`src/rtl/burst_seq_pkg.sv`:
```
// Shared types for the burst address sequencer.
// Assumes nothing beyond a two-valued order selection.
package burst_seq_pkg;
    typedef enum logic {
        ORD_LINEAR     = 1'b0,
        ORD_INTERLEAVE = 1'b1
    } burst_order_e;
endpackage

```
`src/rtl/bseq_beat_counter.sv`:
```
// Beat counter: counts the beats taken since the last load and wraps
// modulo 2**BEAT_W. Assumes load_i and adv_n_i are synchronous to clk.
module bseq_beat_counter #(
    parameter int BEAT_W = 2
) (
    input  logic              clk,
    input  logic              rst_n,
    input  logic              load_i,
    input  logic              adv_n_i,
    output logic [BEAT_W-1:0] beat_o
);
    localparam logic [BEAT_W-1:0] LAST_BEAT = '1;

    // Purpose: clear on reset or load (load wins over advance), else step when advance is low.
    always_ff @(posedge clk) begin
        if (!rst_n) begin
            beat_o <= '0;
        end else if (load_i) begin
            beat_o <= '0;
        end else if (!adv_n_i) begin
            beat_o <= beat_o + 1'b1;
        end
    end

    p_reset_clear_r1: assert property (@(posedge clk)
        !rst_n |=> beat_o == '0);

    p_hold_no_adv_r5: assert property (@(posedge clk) disable iff (!rst_n)
        (!load_i && adv_n_i) |=> $stable(beat_o));

    p_load_wins_r6: assert property (@(posedge clk) disable iff (!rst_n)
        load_i |=> beat_o == '0);

    p_wrap_r8: assert property (@(posedge clk) disable iff (!rst_n)
        (!load_i && !adv_n_i && beat_o == LAST_BEAT) |=> beat_o == '0);
endmodule

```
`src/rtl/bseq_base_reg.sv`:
```
// Base address register: captures the full start address on load and
// holds it for the rest of the burst. Assumes load_i is synchronous to clk.
module bseq_base_reg #(
    parameter int ADDR_W = 16
) (
    input  logic              clk,
    input  logic              rst_n,
    input  logic              load_i,
    input  logic [ADDR_W-1:0] addr_i,
    output logic [ADDR_W-1:0] base_o
);
    // Purpose: take a new base address on load and otherwise keep it.
    always_ff @(posedge clk) begin
        if (!rst_n) begin
            base_o <= '0;
        end else if (load_i) begin
            base_o <= addr_i;
        end
    end

    p_base_steady_r7: assert property (@(posedge clk) disable iff (!rst_n)
        !load_i |=> $stable(base_o));
endmodule

```
`src/rtl/bseq_order_map.sv`:
```
// Order mapper: turns a start offset and beat number into the burst
// address, by XOR (interleaved) or by modular add (linear).
// Purely combinational; assumes order_i is static during a burst.
module bseq_order_map
    import burst_seq_pkg::*;
#(
    parameter int BEAT_W = 2
) (
    input  burst_order_e      order_i,
    input  logic [BEAT_W-1:0] start_i,
    input  logic [BEAT_W-1:0] beat_i,
    output logic [BEAT_W-1:0] addr_o
);
    // Purpose: pick the address formula for the selected order.
    always_comb begin
        case (order_i)
            ORD_INTERLEAVE: addr_o = start_i ^ beat_i;
            default:        addr_o = start_i + beat_i;
        endcase
    end
endmodule

```
`src/rtl/burst_addr_seq.sv`:
```
// Burst address sequencer top: joins the base register, the beat counter
// and the order mapper into the word address that walks the burst.
// Assumes mode_i changes only when a new burst is loaded.
module burst_addr_seq
    import burst_seq_pkg::*;
#(
    parameter int ADDR_W = 16
) (
    input  logic              clk,
    input  logic              rst_n,
    input  logic              load_i,
    input  logic [ADDR_W-1:0] start_addr_i,
    input  logic              adv_n_i,
    input  logic              mode_i,
    output logic [1:0]        burst_addr_o,
    output logic [ADDR_W-1:0] word_addr_o
);
    localparam int BEAT_W = 2;

    logic [BEAT_W-1:0] beat;
    logic [ADDR_W-1:0] base;
    burst_order_e      order;

    assign order = burst_order_e'(mode_i);

    bseq_base_reg #(.ADDR_W(ADDR_W)) u_base (
        .clk    (clk),
        .rst_n  (rst_n),
        .load_i (load_i),
        .addr_i (start_addr_i),
        .base_o (base)
    );

    bseq_beat_counter #(.BEAT_W(BEAT_W)) u_beat (
        .clk     (clk),
        .rst_n   (rst_n),
        .load_i  (load_i),
        .adv_n_i (adv_n_i),
        .beat_o  (beat)
    );

    bseq_order_map #(.BEAT_W(BEAT_W)) u_map (
        .order_i (order),
        .start_i (base[BEAT_W-1:0]),
        .beat_i  (beat),
        .addr_o  (burst_addr_o)
    );

    // Purpose: rebuild the full word address from held upper bits and burst bits.
    always_comb begin
        word_addr_o = {base[ADDR_W-1:BEAT_W], burst_addr_o};
    end

    p_first_beat_r2: assert property (@(posedge clk) disable iff (!rst_n)
        load_i |=> word_addr_o == $past(start_addr_i));

    p_linear_step_r4: assert property (@(posedge clk) disable iff (!rst_n)
        (!load_i && !adv_n_i && !mode_i) ##1 !mode_i |-> burst_addr_o == $past(burst_addr_o) + 2'd1);

    p_interleave_first_r3: assert property (@(posedge clk) disable iff (!rst_n)
        (load_i && mode_i) ##1 (!load_i && !adv_n_i && mode_i) ##1 mode_i
        |-> burst_addr_o == ($past(burst_addr_o) ^ 2'd1));
endmodule

```
`config.mk`:
```
export PLATFORM = sky130hd
export DESIGN_NAME = burst_addr_seq
export DESIGN_NICKNAME = d
export VERILOG_FILES = /design/src/rtl/burst_seq_pkg.sv /design/src/rtl/bseq_beat_counter.sv /design/src/rtl/bseq_base_reg.sv /design/src/rtl/bseq_order_map.sv /design/src/rtl/burst_addr_seq.sv
export SDC_FILE = /design/constraint.sdc
export NUM_CORES = 1
export LEC_CHECK = 0
export ABC_AREA = 1
export BUFFER_PORTS_ARGS = -buffer_cell sky130_fd_sc_hd__clkbuf_2
export CORE_AREA = 4 4 49 51
export DETAILED_ROUTE_END_ITERATION = 12
export DIE_AREA = 0 0 53 55
export PLACE_DENSITY = 0.76
export SLEW_MARGIN = 20
export SYNTH_ARGS = -nofsm -noshare
export SYNTH_HDL_FRONTEND = slang
export SYNTH_HIERARCHICAL = 1
export SYNTH_SLANG_ARGS = --single-unit
```
`constraint.sdc`:
```
create_clock -name clk -period 1.3 [get_ports clk]
set_input_delay 0.26 -clock clk [delete_from_list [all_inputs] [get_ports clk]]
set_output_delay 0.26 -clock clk [all_outputs]
set_load 0.01 [all_outputs]
```
# After elaboration in Yosys (flattened, before gate mapping)
# Cells that the tools add are included.
[totals] register_bits=18 input_bits=21 output_inout_bits=18 word_cells=8
[op_classes] n_addsub=2 n_mux=1 n_bitwise=2 reduce_logical=1
[ops] op="2-bit by 1-bit adder with 2-bit output (second input constant)" count=1
[ops] op="2-bit adder" count=1
[ops] op="2-bit 2-to-1 mux" count=1
[ops] op="2-bit OR reduction" count=1
[ops] op="2-bit bitwise XOR" count=1
[ops] op="1-bit inverter" count=1

# Depth between registers and ports, before layout
[depth] ltp_word=2 mapped_depth=7 depth_no_buf=6

# By module
# The synthesis kept the hierarchy.
[modules_own_cells] mod="bseq_base_reg" instances=1 cells_each=101 area_per_inst_um2=674.4 seq_area_each_um2=320.3
[modules_own_cells] mod="bseq_beat_counter" instances=1 cells_each=14 area_per_inst_um2=87.6 seq_area_each_um2=40.0
[modules_own_cells] mod="bseq_order_map" instances=1 cells_each=15 area_per_inst_um2=67.6 seq_area_each_um2=0.0
[modules_own_cells] mod="burst_addr_seq" instances=1 cells_each=2 area_per_inst_um2=15.0 seq_area_each_um2=0.0

# Least setup slack after synthesis
# No wires, ideal clock.
[synth_path] kind="reg2out" from="register u_beat.beat_o[0]" to="output port word_addr_o[1]" arrival_time_ns=0.929 required_ns=1.040 slack_ns=0.111 path_stages_with_launch=8 n_path_buf=1 path_cell_list="dfxtp_1 > ha_1 > inv_1 > nor2_1 > nand3_1 > nand2_1 > inv_1 > buf_4"
[synth_via] elab_chain_len=2
[synth_rtl] element="start: declaration" line_no="bseq_beat_counter.sv:10" source="output logic [BEAT_W-1:0] beat_o"
[synth_rtl] element="start signal: assignment" line_no="bseq_beat_counter.sv:21" source="beat_o <= beat_o + 1'b1;"
[synth_rtl] element="2-bit adder" line_no="bseq_order_map.sv:18" source="default: addr_o = start_i + beat_i;"
[synth_rtl] element="2-bit 2-to-1 mux" line_no="bseq_order_map.sv:16" source="case (order_i)"
[synth_rtl] element="end: declaration" line_no="burst_addr_seq.sv:16" source="output logic [ADDR_W-1:0] word_addr_o"
# No other way between the ends.

# Final worst setup path
[layout_path] from="register u_base.base_o[0]" to="output port word_addr_o[1]"
[layout_via] elab_chain_len=2
[layout_rtl] element="start: declaration" line_no="bseq_base_reg.sv:10" source="output logic [ADDR_W-1:0] base_o"
[layout_rtl] element="start signal: assignment" line_no="bseq_base_reg.sv:17" source="base_o <= addr_i;"
[layout_rtl] element="2-bit adder" line_no="bseq_order_map.sv:18"
[layout_rtl] element="2-bit 2-to-1 mux" line_no="bseq_order_map.sv:16"
# No other way between the ends.

==> flow_metrics.tcl <==
set metrics [dict create \
    r2r.worst_path.cells 5 \
    setup_slack_ps -114 \
    peakVddDrop_v 0.000603 \
    worstSetupStartpointType "register" \
    fin_nets 192 \
    ys_warn_count 6 \
    clock-sinks 18 \
    grt-ovfl-total 0 \
    clk_latency_ps 270 \
    firstDrtPassIters 3 \
    ant_nets 0 \
    worst_r2r_endpoint "u_beat/beat_o[0]" \
    fill_cells 203 \
    grt_setup_unrepaired "true" \
    cts_hold_buf 0 \
    grt_pass1_vias 696 \
    dieWidth_um 53 \
    syn2layout_area_growth_pct 28.9 \
    synth.distinct_cells 11 \
    end_kind "output pin" \
    viasPerCell 4.04 \
    required_ps 1040 \
    drt-initial-drc-count 11 \
    grt_pass1_wl_mm 2.75 \
    hold_class "in2reg" \
    drt_wl_total_mm 1.69 \
    cts.path.max_buffers 2 \
    die-area_mm2 0.00292 \
    maxCapViolations 0 \
    slew_headroom_pct 61.5 \
    portBuffers 38 \
    r2r_start "u_beat/beat_o[0]" \
    start_util_pct 43.5 \
    drv_slew 0 \
    worst_pin_slew_ps 577 \
    synth.avg_cell_area_um2 6.40 \
    period_minus_slack_ps 1410 \
    clock-skew-final_ps 0.0814 \
    seq_area_frac_synth_pct 42.7 \
    finalCritPeriodShare_pct 109 \
    clk_pin_slew_ps 100 \
    r2r_slack_ps 520 \
    htreeDepth 1 \
    path_class "reg2out" \
    io_pins 39 \
    grt_max_degree 34 \
    num_rows 16 \
    synth_seq_cells 18 \
    synth_fp_nets 154 \
    vias 791 \
    stdcell_area_mm2 0.00109 \
    multiInputGateArea_um2 348 \
    power_density_mw_per_mm2 1060 \
    grt.total_usage_pct 12.8 \
    drc 0 \
    hold_start "start_addr_i[1]" \
    dpl.hpwl_mm 1.30 \
    max_freq_mhz 707 \
    finalSetupViolations 2 \
    cts_made_buffers 3 \
    crit_path_max_fanout 2 \
    core_mm2 0.00194 \
    regArea_um2 363 \
    pre_cts_slack_ps 80.5 \
    leakagePower_uw 0.000653 \
    cts_tree "done" \
    arrival_ps 1150 \
    hold_depth 5 \
    place.gp.congestion 0.679 \
    cts_root_buf "clkbuf_4" \
    synthCells 132 \
    wl_per_cell_um 8.63 \
    placedInstanceArea_mm2 0.00101 \
    syn_area_um2 845 \
    antenna_cells 0 \
    die_h_um 55 \
    outcome "complete, but fails checks" \
    layout-drive-gt1-share_pct 30.8 \
    antenna_found_initial 0 \
    finalHoldViolCount 0 \
    min_to "u_base/base_o[1]" \
    violations "setup timing" \
]
==> layout make-up <==
| class | count | area share [%] |
|---|---|---|
| flip-flops and latches | 18 | 33.3 |
| inverters | 24 | 8.28 |
| multi-input cells | 83 | 32.0 |
| clock buffers | 4 | 3.33 |
| well taps | 27 | 3.10 |
| repair buffers | 40 | 20.0 |
==> routing by layer <==
layer | vias to the layer above | global-route usage (%) | routed length (um)
met4 | 0 | 6.38 | 17
li1 | 445 | - | -
met2 | 21 | 22.1 | 825
met5 | - | 0 | 0
met1 | 323 | 14.8 | 746
met3 | 2 | 3.22 | 104
==> kinds of logic after synthesis <==
family                   count (synthesis)  synth area share (%)
AO/OA/AOI/OAI                            1                 0.592
adder cells (fa/ha/maj)                  1                  1.48
buffers and inverters                   31                  17.9
flip-flops                              18                  42.7
AND/OR/NAND/NOR                         81                  37.3
==> critical path, stage by stage (launching register included) <==
cell and delay, ps:
dfxtp_2 370, ha_4 140, inv_2 30, nor2_2 60
nand3_1 60, nand2_1 60, inv_1 40, clkbuf_2 120
==> worst max-delay path by stage <==
stage / from / end / slack, ps / cells after the start
after CTS: u_base/base_o[0] / word_addr_o[1] / -160 / 7
after global placement: u_beat/beat_o[0] / word_addr_o[1] / 140 / 7
after detailed placement: u_beat/beat_o[0] / word_addr_o[1] / 80 / 7
final: u_base/base_o[0] / word_addr_o[1] / -110 / 7
after global routing: u_beat/beat_o[0] / burst_addr_o[1] / -220 / 7
after floorplan: u_beat/beat_o[0] / word_addr_o[1] / 110 / 7
==> where the power goes <==
group          switching, uW  internal [uW]
Sequential              21.6            588
Combinational            117            102
Clock                    157            170
==> cell usage after synthesis <==
cell,n,share of area (%)
ha_1,1,1.5
clkbuf_2,1,0.59
nand3_1,3,1.8
nand2_1,41,18
inv_1,24,11
dfxtp_1,18,43
nor2_1,34,15
a21oi_1,1,0.59
nor2_2,3,2.2
buf_6,3,4.0
buf_4,3,2.7
==> cells in the final DEF (no fill, tap or decap), drive strengths merged <==
cell    instances
a21oi           1
ha              1
nand3           3
inv            24
clkbuf         40
buf             4
dfxtp          18
nand2          41
nor2           37
==> timing repair <==
action	4_1_cts	5_1_grt
setup endpoints to repair	4	4
setup buffers	1	0
pin swaps	1	0
resized for setup	5	5
==> per-stage QoR <==
| step | hold WS, ps | utilization [%] | cells | TNS, ps | power [uW] |
|---|---|---|---|---|---|
| floorplan | 395 | - | 132 | 0 | 755 |
| global placement | 459 | 52.3 | 191 | 0 | 818 |
| detailed placement | 464 | 52.3 | 191 | 0 | 826 |
| CTS | 228 | 55.3 | 196 | -324 | 1170 |
| global route | 243 | 56.1 | 196 | -457 | 1240 |
| finish | 241 | 56.1 | 196 | -228 | 1160 |
==> sequential cells by signal (all words and copies together) (netlist names) <==
name / count
u_beat/beat_o: 2
u_base/base_o: 16
Note: power is estimated with default switching activity, not from simulation.
